`src/rtl/audec_pkg.sv`:
```
package audec_pkg;
  localparam int NGRP      = 4;
  localparam int GRP_SQ    = 0;
  localparam int GRP_TRI   = 1;
  localparam int GRP_NOISE = 2;
  localparam int GRP_DMC   = 3;

  // mute mask bit positions
  localparam int MB_SQA   = 0;
  localparam int MB_SQB   = 1;
  localparam int MB_TRI   = 2;
  localparam int MB_NOISE = 3;
  localparam int MB_DMC   = 4;

  typedef enum logic [1:0] {ST_GATHER, ST_DIVIDE, ST_OFFER} dec_state_e;

  // level width of a channel group
  function automatic int grp_width(int g, int sq_w, int tri_w, int noi_w, int dmc_w);
    case (g)
      GRP_SQ:    return sq_w + 1;
      GRP_TRI:   return tri_w;
      GRP_NOISE: return noi_w;
      default:   return dmc_w;
    endcase
  endfunction
endpackage

```
`src/rtl/audec_level_gate.sv`:
```
module audec_level_gate #(
  parameter int SQ_W  = 4,
  parameter int TRI_W = 4,
  parameter int NOI_W = 4,
  parameter int DMC_W = 7
) (
  input  logic [4:0]       mute_mask,
  input  logic [SQ_W-1:0]  sq_a,
  input  logic [SQ_W-1:0]  sq_b,
  input  logic [TRI_W-1:0] tri_lvl,
  input  logic [NOI_W-1:0] noise_lvl,
  input  logic [DMC_W-1:0] dmc_lvl,
  output logic [SQ_W:0]    sq_sum,
  output logic [TRI_W-1:0] tri_g,
  output logic [NOI_W-1:0] noise_g,
  output logic [DMC_W-1:0] dmc_g
);
  import audec_pkg::*;

  logic [SQ_W-1:0] sq_a_g, sq_b_g;

  always_comb begin
    sq_a_g  = mute_mask[MB_SQA]   ? '0 : sq_a;
    sq_b_g  = mute_mask[MB_SQB]   ? '0 : sq_b;
    tri_g   = mute_mask[MB_TRI]   ? '0 : tri_lvl;
    noise_g = mute_mask[MB_NOISE] ? '0 : noise_lvl;
    dmc_g   = mute_mask[MB_DMC]   ? '0 : dmc_lvl;
    sq_sum  = {1'b0, sq_a_g} + {1'b0, sq_b_g};
  end
endmodule

```
`src/rtl/audec_phase_acc.sv`:
```
module audec_phase_acc #(
  parameter int PHASE_W = 32
) (
  input  logic               clk,
  input  logic               rst_n,
  input  logic               clear,
  input  logic               step,
  input  logic [PHASE_W-1:0] inc,
  output logic               wrap
);
  logic [PHASE_W-1:0] phase_q;
  logic [PHASE_W:0]   sum;

  assign sum  = {1'b0, phase_q} + {1'b0, inc};
  assign wrap = sum[PHASE_W];

  always_ff @(posedge clk) begin
    if (!rst_n || clear) phase_q <= '0;
    else if (step)       phase_q <= sum[PHASE_W-1:0];
  end
endmodule

```
`src/rtl/audec_box_accum.sv`:
```
module audec_box_accum #(
  parameter int LVL_W = 4,
  parameter int CNT_W = 16,
  localparam int ACC_W = LVL_W + CNT_W
) (
  input  logic             clk,
  input  logic             rst_n,
  input  logic             clear,
  input  logic             add,
  input  logic             hold,
  input  logic [LVL_W-1:0] lvl,
  output logic [ACC_W-1:0] acc_nxt
);
  logic [ACC_W-1:0] acc_q;

  assign acc_nxt = hold ? acc_q : acc_q + ACC_W'(lvl);

  always_ff @(posedge clk) begin
    if (!rst_n || clear) acc_q <= '0;
    else if (add)        acc_q <= acc_nxt;
  end
endmodule

```
`src/rtl/audec_seq_div.sv`:
```
module audec_seq_div #(
  parameter int N   = 24,
  parameter int D   = 16,
  parameter int Q_W = 8,
  localparam int STEP_W = $clog2(N + 1)
) (
  input  logic           clk,
  input  logic           rst_n,
  input  logic           start,
  input  logic [N-1:0]   num,
  input  logic [D-1:0]   den,
  output logic           busy,
  output logic [Q_W-1:0] quo
);
  logic [N-1:0]      num_q;
  logic [D-1:0]      den_q, rem_q;
  logic [Q_W-1:0]    quo_q;
  logic [STEP_W-1:0] step_q;
  logic [D:0]        trial;
  logic              ge;

  assign trial = {rem_q, num_q[N-1]};
  assign ge    = trial >= {1'b0, den_q};
  assign busy  = step_q != '0;
  assign quo   = quo_q;

  always_ff @(posedge clk) begin
    if (!rst_n) begin
      num_q  <= '0;
      den_q  <= '0;
      rem_q  <= '0;
      quo_q  <= '0;
      step_q <= '0;
    end else if (start) begin
      num_q  <= num;
      den_q  <= den;
      rem_q  <= '0;
      quo_q  <= '0;
      step_q <= STEP_W'(N);
    end else if (busy) begin
      rem_q  <= ge ? (trial[D-1:0] - den_q) : trial[D-1:0];
      quo_q  <= {quo_q[Q_W-2:0], ge};
      num_q  <= {num_q[N-2:0], 1'b0};
      step_q <= step_q - 1'b1;
    end
  end
endmodule

```
`src/rtl/audio_decimator.sv`:
```
module audio_decimator #(
  parameter int SQ_W    = 4,
  parameter int TRI_W   = 4,
  parameter int NOI_W   = 4,
  parameter int DMC_W   = 7,
  parameter int CNT_W   = 16,
  parameter int FRAC_W  = 4,
  parameter int PHASE_W = 32,
  localparam int OSQ_W  = SQ_W + 1 + FRAC_W,
  localparam int OTRI_W = TRI_W + FRAC_W,
  localparam int ONOI_W = NOI_W + FRAC_W,
  localparam int ODMC_W = DMC_W + FRAC_W
) (
  input  logic               clk,
  input  logic               rst_n,
  input  logic [PHASE_W-1:0] phase_inc,
  input  logic [4:0]         mute_mask,
  input  logic               in_valid,
  output logic               in_ready,
  input  logic [SQ_W-1:0]    in_sq_a,
  input  logic [SQ_W-1:0]    in_sq_b,
  input  logic [TRI_W-1:0]   in_tri,
  input  logic [NOI_W-1:0]   in_noise,
  input  logic [DMC_W-1:0]   in_dmc,
  output logic               out_valid,
  input  logic               out_ready,
  output logic [OSQ_W-1:0]   out_sq,
  output logic [OTRI_W-1:0]  out_tri,
  output logic [ONOI_W-1:0]  out_noise,
  output logic [ODMC_W-1:0]  out_dmc
);
  import audec_pkg::*;

  dec_state_e         st_q;
  logic [PHASE_W-1:0] inc_q;
  logic               rate_chg, accept, wrap, emit, cnt_sat;
  logic [CNT_W-1:0]   cnt_q, cnt_nxt, den;
  logic [NGRP-1:0]    busy_v;

  logic [SQ_W:0]      g_sq;
  logic [TRI_W-1:0]   g_tri;
  logic [NOI_W-1:0]   g_noise;
  logic [DMC_W-1:0]   g_dmc;

  assign rate_chg = phase_inc != inc_q;
  assign in_ready = (st_q == ST_GATHER) && !rate_chg;
  assign accept   = in_valid && in_ready;
  assign emit     = accept && wrap;
  assign out_valid = st_q == ST_OFFER;

  assign cnt_sat = &cnt_q;
  assign cnt_nxt = cnt_sat ? cnt_q : cnt_q + 1'b1;
  assign den     = (cnt_nxt == '0) ? CNT_W'(1) : cnt_nxt;

  // tracks the increment seen in the previous cycle
  always_ff @(posedge clk) inc_q <= phase_inc;

  always_ff @(posedge clk) begin
    if (!rst_n || rate_chg)       cnt_q <= '0;
    else if (emit)                cnt_q <= '0;
    else if (accept)              cnt_q <= cnt_nxt;
  end

  always_ff @(posedge clk) begin
    if (!rst_n) st_q <= ST_GATHER;
    else begin
      case (st_q)
        ST_GATHER: if (emit)       st_q <= ST_DIVIDE;
        ST_DIVIDE: if (~|busy_v)   st_q <= ST_OFFER;
        ST_OFFER:  if (out_ready)  st_q <= ST_GATHER;
        default:                   st_q <= ST_GATHER;
      endcase
    end
  end

  audec_level_gate #(
    .SQ_W(SQ_W), .TRI_W(TRI_W), .NOI_W(NOI_W), .DMC_W(DMC_W)
  ) u_gate (
    .mute_mask(mute_mask), .sq_a(in_sq_a), .sq_b(in_sq_b), .tri_lvl(in_tri),
    .noise_lvl(in_noise), .dmc_lvl(in_dmc),
    .sq_sum(g_sq), .tri_g(g_tri), .noise_g(g_noise), .dmc_g(g_dmc)
  );

  audec_phase_acc #(.PHASE_W(PHASE_W)) u_phase (
    .clk(clk), .rst_n(rst_n), .clear(rate_chg), .step(accept),
    .inc(phase_inc), .wrap(wrap)
  );

  for (genvar g = 0; g < NGRP; g++) begin : g_grp
    localparam int LW  = grp_width(g, SQ_W, TRI_W, NOI_W, DMC_W);
    localparam int AW  = LW + CNT_W;
    localparam int NW  = AW + FRAC_W;
    localparam int QW  = LW + FRAC_W;
    logic [LW-1:0] lvl;
    logic [AW-1:0] acc_nxt;
    logic [QW-1:0] quo;

    if (g == GRP_SQ) begin : g_sq_sel
      assign lvl    = g_sq;
      assign out_sq = quo;
    end else if (g == GRP_TRI) begin : g_tri_sel
      assign lvl     = g_tri;
      assign out_tri = quo;
    end else if (g == GRP_NOISE) begin : g_noise_sel
      assign lvl       = g_noise;
      assign out_noise = quo;
    end else begin : g_dmc_sel
      assign lvl     = g_dmc;
      assign out_dmc = quo;
    end

    audec_box_accum #(.LVL_W(LW), .CNT_W(CNT_W)) u_acc (
      .clk(clk), .rst_n(rst_n), .clear(rate_chg || emit), .add(accept),
      .hold(cnt_sat), .lvl(lvl), .acc_nxt(acc_nxt)
    );

    audec_seq_div #(.N(NW), .D(CNT_W), .Q_W(QW)) u_div (
      .clk(clk), .rst_n(rst_n), .start(emit),
      .num({acc_nxt, {FRAC_W{1'b0}}}), .den(den),
      .busy(busy_v[g]), .quo(quo)
    );
  end
endmodule

```
`config.mk`:
```
export PLATFORM = sky130hd
export DESIGN_NAME = audio_decimator
export DESIGN_NICKNAME = d
export VERILOG_FILES = /design/src/rtl/audec_pkg.sv /design/src/rtl/audec_level_gate.sv /design/src/rtl/audec_phase_acc.sv /design/src/rtl/audec_box_accum.sv /design/src/rtl/audec_seq_div.sv /design/src/rtl/audio_decimator.sv
export SDC_FILE = /design/constraint.sdc
export NUM_CORES = 1
export LEC_CHECK = 0
export ABC_AREA = 1
export BUFFER_PORTS_ARGS = -buffer_cell sky130_fd_sc_hd__buf_4
export CAP_MARGIN = 15
export CORE_MARGIN = 2
export CORE_UTILIZATION = 55
export CTS_BUF_LIST = sky130_fd_sc_hd__clkbuf_4 sky130_fd_sc_hd__clkbuf_8 sky130_fd_sc_hd__clkbuf_16
export DETAILED_ROUTE_END_ITERATION = 7
export GPL_ROUTABILITY_DRIVEN = 0
export PLACE_DENSITY = 0.72
export SLEW_MARGIN = 10
export SYNTH_ARGS = -nofsm -noshare
export SYNTH_HDL_FRONTEND = slang
export SYNTH_SLANG_ARGS = --single-unit
```
`constraint.sdc`:
```
create_clock -name clk -period 3 [get_ports clk]
set_input_delay 0 -clock clk [delete_from_list [all_inputs] [get_ports clk]]
set_output_delay 0 -clock clk [all_outputs]
set_load 0.005 [all_outputs]
```
After elaboration in Yosys (flattened, before gate mapping)

Index checks and enable logic that the tools add are counted.

Register bits: 386
Output and inout bits: 38
Word-level logic and storage cells: 113

$add $sub $neg: 15
Magnitude comparators: 4
Equality and inequality tests: 6
Multiplexer cells: 35
Bitwise operators: 1
Reductions and logical operators: 23

Operators by type and width:

| operator                | number |
|---|---|
| $mux W16                | 6 |
| $mux W24                | 4 |
| $ge A17 B16 Y1          | 4 |
| $sub A16 B16 Y16        | 4 |
| $mux W27                | 2 |
| $mux W25                | 2 |
| $add A20 B4 Y20         | 2 |
| $mux W20                | 2 |
| $mux W5                 | 8 |
| $add A32 B32 Y33        | 1 |
| $ne A32 B32 Y1          | 1 |
| $add A23 B7 Y23         | 1 |
| $mux W23                | 1 |
| $add A21 B5 Y21         | 1 |
| $mux W21                | 1 |
| $reduce_bool A5 Y1      | 4 |
| $sub A5 B1 Y5 const B   | 4 |
| $add A16 B1 Y16 const B | 1 |
| $logic_not A16 Y1       | 1 |
| $mux W4                 | 4 |
| $reduce_and A16 Y1      | 1 |
| $reduce_bool A2 Y1      | 4 |
| $mux W7                 | 1 |
| $mux W2                 | 3 |
| 14 further kinds        | 21 |

Longest topological paths before layout

Gate-level depths: netlist of run 1.

Word-level depth: 7
Gate-level depth with buffers: 18

Hierarchy

A second synthesis of run 1 with hierarchy kept.

Cells, all modules: 4,715
Area, all modules: 29,598.4 um^2

By module, submodules not included:

| module                                | instances | cells each | area an instance (um^2) | seq. area each (um^2) |
|---|---|---|---|---|
| audec_seq_div at g_grp[3].u_div       | 1         | 622        | 4,192.8                 | 1,501.4 |
| audec_seq_div at g_grp[0].u_div       | 1         | 584        | 3,957.5                 | 1,421.4 |
| audec_seq_div at g_grp[1].u_div       | 1         | 555        | 3,897.5                 | 1,381.3 |
| audec_seq_div at g_grp[2].u_div       | 1         | 531        | 3,727.3                 | 1,381.3 |
| audec_phase_acc                       | 1         | 685        | 3,661.0                 | 640.6 |
| audio_decimator                       | 1         | 549        | 3,181.8                 | 1,001.0 |
| audec_box_accum at g_grp[1].u_acc ... | 2         | 246        | 1,524.0                 | 400.4 |
| audec_box_accum at g_grp[3].u_acc     | 1         | 336        | 1,914.3                 | 460.4 |
| audec_box_accum at g_grp[0].u_acc     | 1         | 290        | 1,687.9                 | 420.4 |
| audec_level_gate                      | 1         | 71         | 330.3                   | 0.0 |

Worst setup path after synthesis of run 1

Ideal clock, no wire load.

Path type: register -> register
Start: reg g_grp[0].u_acc.acc_q[1]
End: reg g_grp[0].u_div.num_q[17]
Setup time: 0.065 ns
Arrival: 2.437 ns
Slack: 0.498 ns
Stages on the path, launching flop included: 17
Path through: dfxtp_1 > inv_1 > fa_1 > inv_1 > ha_1 > inv_1 > fa_1 > nor2_1 > nor2b_1 > nor2_1 > nand3_1 > nor2_1 > xor2_1 > nand2_1 > nand2_1 > nor2_1 > nor2_1

Word-level cells in the longest chain between the ends: 3

Ends and longest elaborated chain:

| item                     | line                  | text |
|---|---|---|
| start: declaration       | audec_box_accum.sv:14 | `logic [ACC_W-1:0] acc_q;` |
| start signal: assignment | audec_box_accum.sv:20 | `else if (add) acc_q <= acc_nxt;` |
| $add A21 B5 Y21          | audec_box_accum.sv:16 | `assign acc_nxt = hold ? acc_q : acc_q + ACC_W'(lvl);` |
| $mux W21                 | audec_box_accum.sv:16 |  |
| $mux W25                 | audec_seq_div.sv:34   | `end else if (start) begin` |
| end signal: assignment   | audec_seq_div.sv:35   | `num_q <= num;` |
| end signal: assignment   | audec_seq_div.sv:43   | `num_q <= {num_q[N-2:0], 1'b0};` |
| end: declaration         | audec_seq_div.sv:15   | `logic [N-1:0] num_q;` |

Every way passes these cells.
A chain may end at the register's enable or synchronous reset.

Worst setup path in the final report of run 1

Start: reg u_phase.phase_q[7]
End: reg g_grp[1].u_div.num_q[21]

Word-level cells in the longest chain between the ends: 3

Ends and longest elaborated chain:

| item                                           | line                  | text |
|---|---|---|
| start: declaration                             | audec_phase_acc.sv:11 | `logic [PHASE_W-1:0] phase_q;` |
| start signal: assignment                       | audec_phase_acc.sv:19 | `else if (step) phase_q <= sum[PHASE_W-1:0];` |
| $add A32 B32 Y33 (*)                           | audec_phase_acc.sv:14 | `assign sum = {1'b0, phase_q} + {1'b0, inc};` |
| $logic_and A1 B1 Y1 (*)                        | audio_decimator.sv:48 | `assign emit = accept && wrap;` |
| $mux W24 or $reduce_bool A2 Y1 (tied branches) | -                     |  |
| end signal: assignment                         | audec_seq_div.sv:35   |  |
| end signal: assignment                         | audec_seq_div.sv:43   |  |
| end: declaration                               | audec_seq_div.sv:15   |  |

Mark *: on every way between the ends. The rest lies on a longest branch, timed or not.

==> results of run 1 <==
==> power by group through the flow <==
stage | registers, uW | clock network [uW] | logic, uW
4_1_cts | 6010 | 5860 | 9370
2_1_floorplan | 6000 | 0 | 6990
5_1_grt | 6060 | 6070 | 10700
6_report | 6010 | 5740 | 9530
3_5_place_dp | 6110 | 0 | 9290
3_3_place_gp | 6100 | 0 | 9120
==> repair_timing <==
action | CTS | global route
buffers inserted | 0 | 0
endpoints found under the hold margin | 84 | 0
resized for setup | 0 | 3
hold buffers | 35 | 0
setup endpoints to repair | 0 | 8
==> routing by layer <==
layer  vias to the layer above  track usage  part of all wire
met5                         -            0                 0
met4                         0        0.101             0.029
met3                       142       0.0396             0.058
met2                       681        0.493              0.47
met1                     10774        0.361              0.45
li1                      11956            -                 -
==> layout by cell type (no fill, tap or decap), types with 8 or more instances in the layout <==
cell and n:
clkbuf_16 45, buf_4 156, dfxtp_1 386, o21bai_1 11, o21ai_0 215, nand3_1 203, a21oi_1 353, o21ai_1 19
inv_1 392, nand2_1 1118, a31oi_1 37, fa_1 13, nand3b_1 8, nor2_2 8, nor4_1 8, clkbuf_8 11
clkinv_2 13, a21o_1 21, ha_1 124, xor2_1 71, buf_12 9, or2_2 29, nand4_1 34, dlygate4sd3_1 35
nor2_1 295, nor3_1 45, xnor2_1 67
==> how the worst max path moves through the flow <==
| stage | cells past startpoint | to | slack, ns | start |
|---|---|---|---|---|
| after floorplan | 16 | g_grp[0].u_div.num_q[17]$_SDFFE_PN0P_ | 0.50 | g_grp[0].u_acc.acc_q[1]$_SDFFE_PP0P_ |
| after global placement | 16 | g_grp[0].u_div.num_q[17]$_SDFFE_PN0P_ | 0.25 | g_grp[0].u_acc.acc_q[1]$_SDFFE_PP0P_ |
| after detailed placement | 16 | g_grp[0].u_div.num_q[17]$_SDFFE_PN0P_ | 0.22 | g_grp[0].u_acc.acc_q[1]$_SDFFE_PP0P_ |
| after CTS | 16 | g_grp[1].u_div.num_q[21]$_SDFFE_PN0P_ | 0.19 | u_phase.phase_q[7]$_SDFFE_PP0P_ |
| after global routing | 16 | g_grp[0].u_div.num_q[17]$_SDFFE_PN0P_ | 0.006 | g_grp[0].u_acc.acc_q[1]$_SDFFE_PP0P_ |
| final | 16 | g_grp[1].u_div.num_q[21]$_SDFFE_PN0P_ | 0.19 | u_phase.phase_q[7]$_SDFFE_PP0P_ |
==> stage by stage <==
step | setup slack, ns | std cells | hold WS (ns) | power, uW
2_1_floorplan | 0.498 | 3642 | 0.0277 | 13000
3_3_place_gp | 0.248 | 4216 | 0.135 | 15200
3_5_place_dp | 0.220 | 4216 | 0.134 | 15400
4_1_cts | 0.191 | 4333 | 0.00709 | 21200
5_1_grt | 0.00553 | 4333 | 0.0882 | 22800
6_report | 0.188 | 4333 | 0.0414 | 21300
==> layout make-up <==
type                       count  area [um^2]
tap                          546          683
fill                        3932        15700
clock buffer                  60         1310
sequential                   386         7730
multi-input combinational   2720        13900
inverter                     399         1500
timing repair buffer         200         1700
clock inverter                22          253
==> kinds of logic (layout without fill, tap and decap cells) <==
logic type               after synthesis  in the layout  synth area share
AO/OA/AOI/OAI                        674            674             0.150
adder cells (fa/ha/maj)              137            137            0.0764
buffers and inverters                536            681            0.0897
AND/OR/NAND/NOR                     1768           1768             0.306
multiplexers                           3              3           0.00127
flip-flops                           386            386             0.326
XOR/XNOR                             138            138            0.0510
==> critical path, stage by stage, from the launching register on <==
cell and delay [ns]:
dfxtp_1 0.31, ha_1 0.35, nand2_1 0.14, nor2_1 0.13, nand3b_1 0.09, nand2_1 0.16, nand2_1 0.09, nand2_2 0.11
nand2_1 0.07, nand2_2 0.14, inv_2 0.09, nor2_8 0.33, buf_12 0.21, buf_4 0.22, nand2_1 0.09, nand2_1 0.07
a21oi_1 0.07
==> cell usage after synthesis (37+ instances only) <==
cell type	count
xor2_1	71
dfxtp_1	386
o21ai_0	215
nor2_1	297
nor3_1	46
inv_1	392
a31oi_1	37
nand3_1	204
ha_1	124
nand2_1	1119
xnor2_1	67
clkbuf_1	85
a21oi_1	353
==> sequential cells by signal, indices dropped and copies added, names as in the netlist <==
register	count
st_q	2
cnt_q	16
g_grp.u_div.quo	36
inc_q	32
g_grp.u_div.step_q	20
u_phase.phase_q	32
g_grp.u_div.num_q	84
g_grp.u_div.den_q	16
g_grp.u_div.rem_q	64
g_grp.u_acc.acc_q	84
==> results.sh, run 1 <==
export IMPL_status="complete, no violations"
export IMPL_post_route_util=0.632
export IMPL_die_w_um=212
export IMPL_netSwitchingFraction=0.410
export IMPL_yosysWarnings=0
export IMPL_initial_utilization=0.554
export IMPL_finalSetupViolCount=0
export IMPL_drv_slew=0
export IMPL_dpl_cell_area_mm2=0.0251
export IMPL_drt_first_pass_iters=6
export IMPL_final_area_mm2=0.0271
export IMPL_drive_above_1_share=0.0800
export IMPL_pwr_share_seq=0.282
export IMPL_hold_viol=0
export IMPL_core_mm2=0.0428
export IMPL_drt_iter0_drc=1954
export IMPL_max_slew_margin=0.441
export IMPL_synth_async_reset_ratio=0
export IMPL_final_net_count=3952
export IMPL_synth_edff_count=0
export IMPL_clk_root_buffer_cell="clkbuf_16"
export IMPL_grt_ovfl_total=0
export IMPL_arrival_ns=3.26
export IMPL_hp_class="in2reg"
export IMPL_syn_area_per_cell_um2=6.51
export IMPL_rows=76
export IMPL_clk_pin_slew_ns=0.06
export IMPL_end_kind="flip-flop"
export IMPL_synth_seq_cells=386
export IMPL_ir_worst_vdd_uv=505
export IMPL_route_vias_total=23553
export IMPL_period_needed_ns=2.81
export IMPL_p_per_area_mw_per_mm2=786
export IMPL_max_freq_mhz=356
export IMPL_period_share=0.937
export IMPL_syn_area_mm2=0.0237
export IMPL_reg2reg_depth=16
export IMPL_cts_tree="yes"
export IMPL_yosysSeqAreaShare=0.326
export IMPL_die_area_mm2=0.0448
export IMPL_synthTopCellsByArea="dfxtp_1 33%, nand2_1 18%, a21oi_1 7.4%"
export IMPL_syn2layout_area_growth_pct=14.1
export IMPL_hold_path_startpoint="in_noise[0]"
export IMPL_grt_pass1_vias=22536
export IMPL_pwr_share_comb=0.448
export IMPL_antenna_found_initial=0
export IMPL_yosysUniqueCellTypes=49
export IMPL_syn_inst=3642
export IMPL_io_buffer_count=101
export IMPL_cellLeakagePower_uw=0.0121
export IMPL_rsz0062_at_grt="no"
export IMPL_start_kind="flip-flop"
export IMPL_synth_top_cell_area_share=0.326
export IMPL_wl_per_cell_um=14.7
export IMPL_chipHeight_um=212
export IMPL_required_ns=3.45
export IMPL_synth_top_flop_cell="dfxtp_1"
export IMPL_synth_area_leader_cell="dfxtp_1"
export IMPL_io_pins=102
export IMPL_wirelength_mm=63.8
export IMPL_internal_power_uw=12500
export IMPL_cap_violations=0
export IMPL_drc=0
export IMPL_clock_sinks=386
export IMPL_reg2reg_to="g_grp[1].u_div.num_q[21]$_SDFFE_PN0P_"
export IMPL_diodes=0
export IMPL_hpwl_mm=44.5
export IMPL_grtUsageTotal=0.285
export IMPL_r2r_start="u_phase.phase_q[7]$_SDFFE_PP0P_"
export IMPL_clk_latency_ns=0.58
export IMPL_hold_path_depth=8
export IMPL_grt_max_degree=127
export IMPL_clkPwrFrac=0.270
export IMPL_tightest_slew_ns=0.836
export IMPL_ant_nets=0
export IMPL_cts_buffer_depth=3
export IMPL_final_setup_skew_ns=0.0211
export IMPL_grt_pass1_wl_mm=106
export IMPL_fin_setup_tns_ns=0
export IMPL_r2r_setup_slack_ns=0.19
export IMPL_path_class="reg2reg"
export IMPL_h_tree_depth=2
export IMPL_via_per_inst=5.44
export IMPL_syn_nets=3843
export IMPL_power_switching_uw=8730
export IMPL_cp_max_fo=20
export IMPL_cts_buffers=44
export IMPL_whs_endpoint="g_grp[2].u_div.num_q[4]$_SDFFE_PN0P_"
Note: power is estimated with default switching activity, not from simulation.
==> run 2, diff against run 1 <==
--- a/config.mk
+++ b/config.mk
@@ -14,6 +14,7 @@
 export DETAILED_ROUTE_END_ITERATION = 7
 export GPL_ROUTABILITY_DRIVEN = 0
 export PLACE_DENSITY = 0.72
+export REMOVE_ABC_BUFFERS = 1
 export SLEW_MARGIN = 10
 export SYNTH_ARGS = -nofsm -noshare
 export SYNTH_HDL_FRONTEND = slang
==> run 2 against run 1 <==
Cell count decreased by 0.37%. Design area decreased by 0.18%. Critical endpoint is now g_grp[0].u_div.num_q[17]$_SDFFE_PN0P_. Largest cell class unchanged. Non-clock buffer count decreased by 15. Largest power group unchanged. Combinational power decreased by 1%.
==> results.sh, run 2 (synthesis results as in run 1) <==
export IMPL_grt_max_degree=133
export IMPL_fin_setup_tns_ns=0
export IMPL_tightest_slew_ns=0.733
export IMPL_cellLeakagePower_uw=0.0121
export IMPL_grtUsageTotal=0.274
export IMPL_drv_slew=0
export IMPL_final_setup_skew_ns=0.0272
export IMPL_period_needed_ns=2.77
export IMPL_mostFrequentLayoutCell="nand2_1"
export IMPL_drt_first_pass_iters=5
export IMPL_diodes=0
export IMPL_whs_endpoint="g_grp[2].u_div.num_q[4]$_SDFFE_PN0P_"
export IMPL_die_w_um=212
export IMPL_grt_pass1_wl_mm=102
export IMPL_arrival_ns=3.27
export IMPL_clock_sinks=386
export IMPL_reg2reg_depth=16
export IMPL_io_buffer_count=101
export IMPL_io_pins=102
export IMPL_die_area_mm2=0.0448
export IMPL_end_kind="flip-flop"
export IMPL_r2r_setup_slack_ns=0.23
export IMPL_ir_worst_vdd_uv=482
export IMPL_grt_pass1_vias=21887
export IMPL_cts_tree="yes"
export IMPL_rows=76
export IMPL_max_slew_margin=0.506
export IMPL_status="complete, no violations"
export IMPL_top_regs="g_grp.u_acc.acc_q (84), g_grp.u_div.num_q (84), g_grp.u_div.rem_q (64)"
export IMPL_clk_latency_ns=0.58
export IMPL_chipHeight_um=212
export IMPL_rsz0062_at_grt="no"
export IMPL_reg2reg_to="g_grp[0].u_div.num_q[17]$_SDFFE_PN0P_"
export IMPL_wl_per_cell_um=14.3
export IMPL_finalSetupViolCount=0
export IMPL_required_ns=3.49
export IMPL_hold_viol=0
export IMPL_initial_utilization=0.554
export IMPL_hpwl_mm=43.2
export IMPL_core_mm2=0.0428
export IMPL_syn2layout_area_growth_pct=13.9
export IMPL_fin_ws_ns=0.228
export IMPL_period_share=0.924
export IMPL_antenna_found_initial=0
export IMPL_h_tree_depth=2
export IMPL_layout_common_cells="1119 x nand2_1, 391 x inv_1, 386 x dfxtp_1, 352 x a21oi_1, 293 x nor2_1"
export IMPL_final_net_count=3937
export IMPL_path_class="reg2reg"
export IMPL_grt_ovfl_total=0
export IMPL_clk_root_buffer_cell="clkbuf_16"
export IMPL_hold_path_depth=7
export IMPL_hold_path_startpoint="mute_mask[3]"
export IMPL_dp_cells=4200
export IMPL_ant_nets=0
export IMPL_start_kind="flip-flop"
export IMPL_via_per_inst=5.41
export IMPL_post_cts_buffers=0
export IMPL_hold_ws_ns=0.0301
export IMPL_cap_violations=0
export IMPL_drc=0
export IMPL_max_freq_mhz=361
export IMPL_wirelength_mm=61.7
export IMPL_drt_iter0_drc=1592
export IMPL_final_cell_count_no_fill=4317
export IMPL_hp_class="in2reg"
export IMPL_r2r_start="g_grp[0].u_acc.acc_q[1]$_SDFFE_PP0P_"
export IMPL_route_vias_total=23369
export IMPL_clk_pin_slew_ns=0.06
export IMPL_p_per_area_mw_per_mm2=789
export IMPL_drive_above_1_share=0.0769
export IMPL_cts_buffer_depth=3
export IMPL_cp_max_fo=5
export IMPL_cts_buffers=44
export IMPL_post_place_ws_ns=0.194
-- run 2: how the worst max path moves through the flow --
stage,startpoint,end,slack [ns],cells after the start
after CTS,g_grp[0].u_acc.acc_q[1]$_SDFFE_PP0P_,g_grp[0].u_div.num_q[17]$_SDFFE_PN0P_,0.14,16
after floorplan,inc_q[21]$_DFF_P_,g_grp[2].u_acc.acc_q[11]$_SDFFE_PP0P_,-1.04,10
after detailed placement,g_grp[0].u_acc.acc_q[1]$_SDFFE_PP0P_,g_grp[0].u_div.num_q[17]$_SDFFE_PN0P_,0.19,16
after global routing,g_grp[0].u_acc.acc_q[1]$_SDFFE_PP0P_,g_grp[0].u_div.num_q[17]$_SDFFE_PN0P_,0.008,16
after global placement,g_grp[0].u_acc.acc_q[1]$_SDFFE_PP0P_,g_grp[0].u_div.num_q[17]$_SDFFE_PN0P_,0.26,16
final,g_grp[0].u_acc.acc_q[1]$_SDFFE_PP0P_,g_grp[0].u_div.num_q[17]$_SDFFE_PN0P_,0.23,16
-- run 2: cell type report --
type | instances | area [um^2]
multi-input cells | 2720 | 13900
clock buffers | 65 | 1330
well taps | 546 | 683
clock inverters | 16 | 270
repair buffers | 185 | 1600
fillers | 3916 | 15800
inverters | 399 | 1500
flip-flops and latches | 386 | 7730
-- run 2: critical path, cell delays in order (launching register included) --
cell     delay (ns)
dfxtp_1        0.33
inv_1          0.07
fa_1           0.48
inv_1          0.07
ha_1           0.16
inv_1          0.05
fa_1           0.40
nor2_1         0.13
nor2b_1        0.09
nor2_2         0.15
nand3_2        0.14
nor2_1         0.15
xor2_1         0.21
nand2_1        0.08
nand2_1        0.06
nor2_1         0.04
nor2_1         0.08
-- run 2: timing repair --
item | 4_1_cts | 5_1_grt
gates resized for setup | 0 | 7
endpoints found under the setup margin | 0 | 15
hold buffers | 36 | 0
endpoints found under the hold margin | 83 | 0
-- run 2: routing by layer --
layer  vias to the layer above  track usage  wire length, um
met5                         -            0                0
met4                         0        0.114             2490
met3                       156       0.0360             3190
met2                       626        0.478            29000
met1                     10671        0.339            27100
li1                      11916            -                -
-- run 2: where the power goes --
group	internal, uW	leakage, uW	total, uW	switching [uW]
Combinational	3420	0.00814	9420	6010
Clock	3680	0.000808	5890	2210
Sequential	5640	0.00314	5990	353
-- run 2: stage by stage --
stage / instance area [um^2] / total power [uW] / util
after floorplan: 23100 / 12700 / -
after global placement: 25000 / 15100 / 0.585
after detailed placement: 25000 / 15300 / 0.585
after CTS: 27000 / 21300 / 0.631
after global routing: 27000 / 22900 / 0.631
final: 27000 / 21300 / 0.631
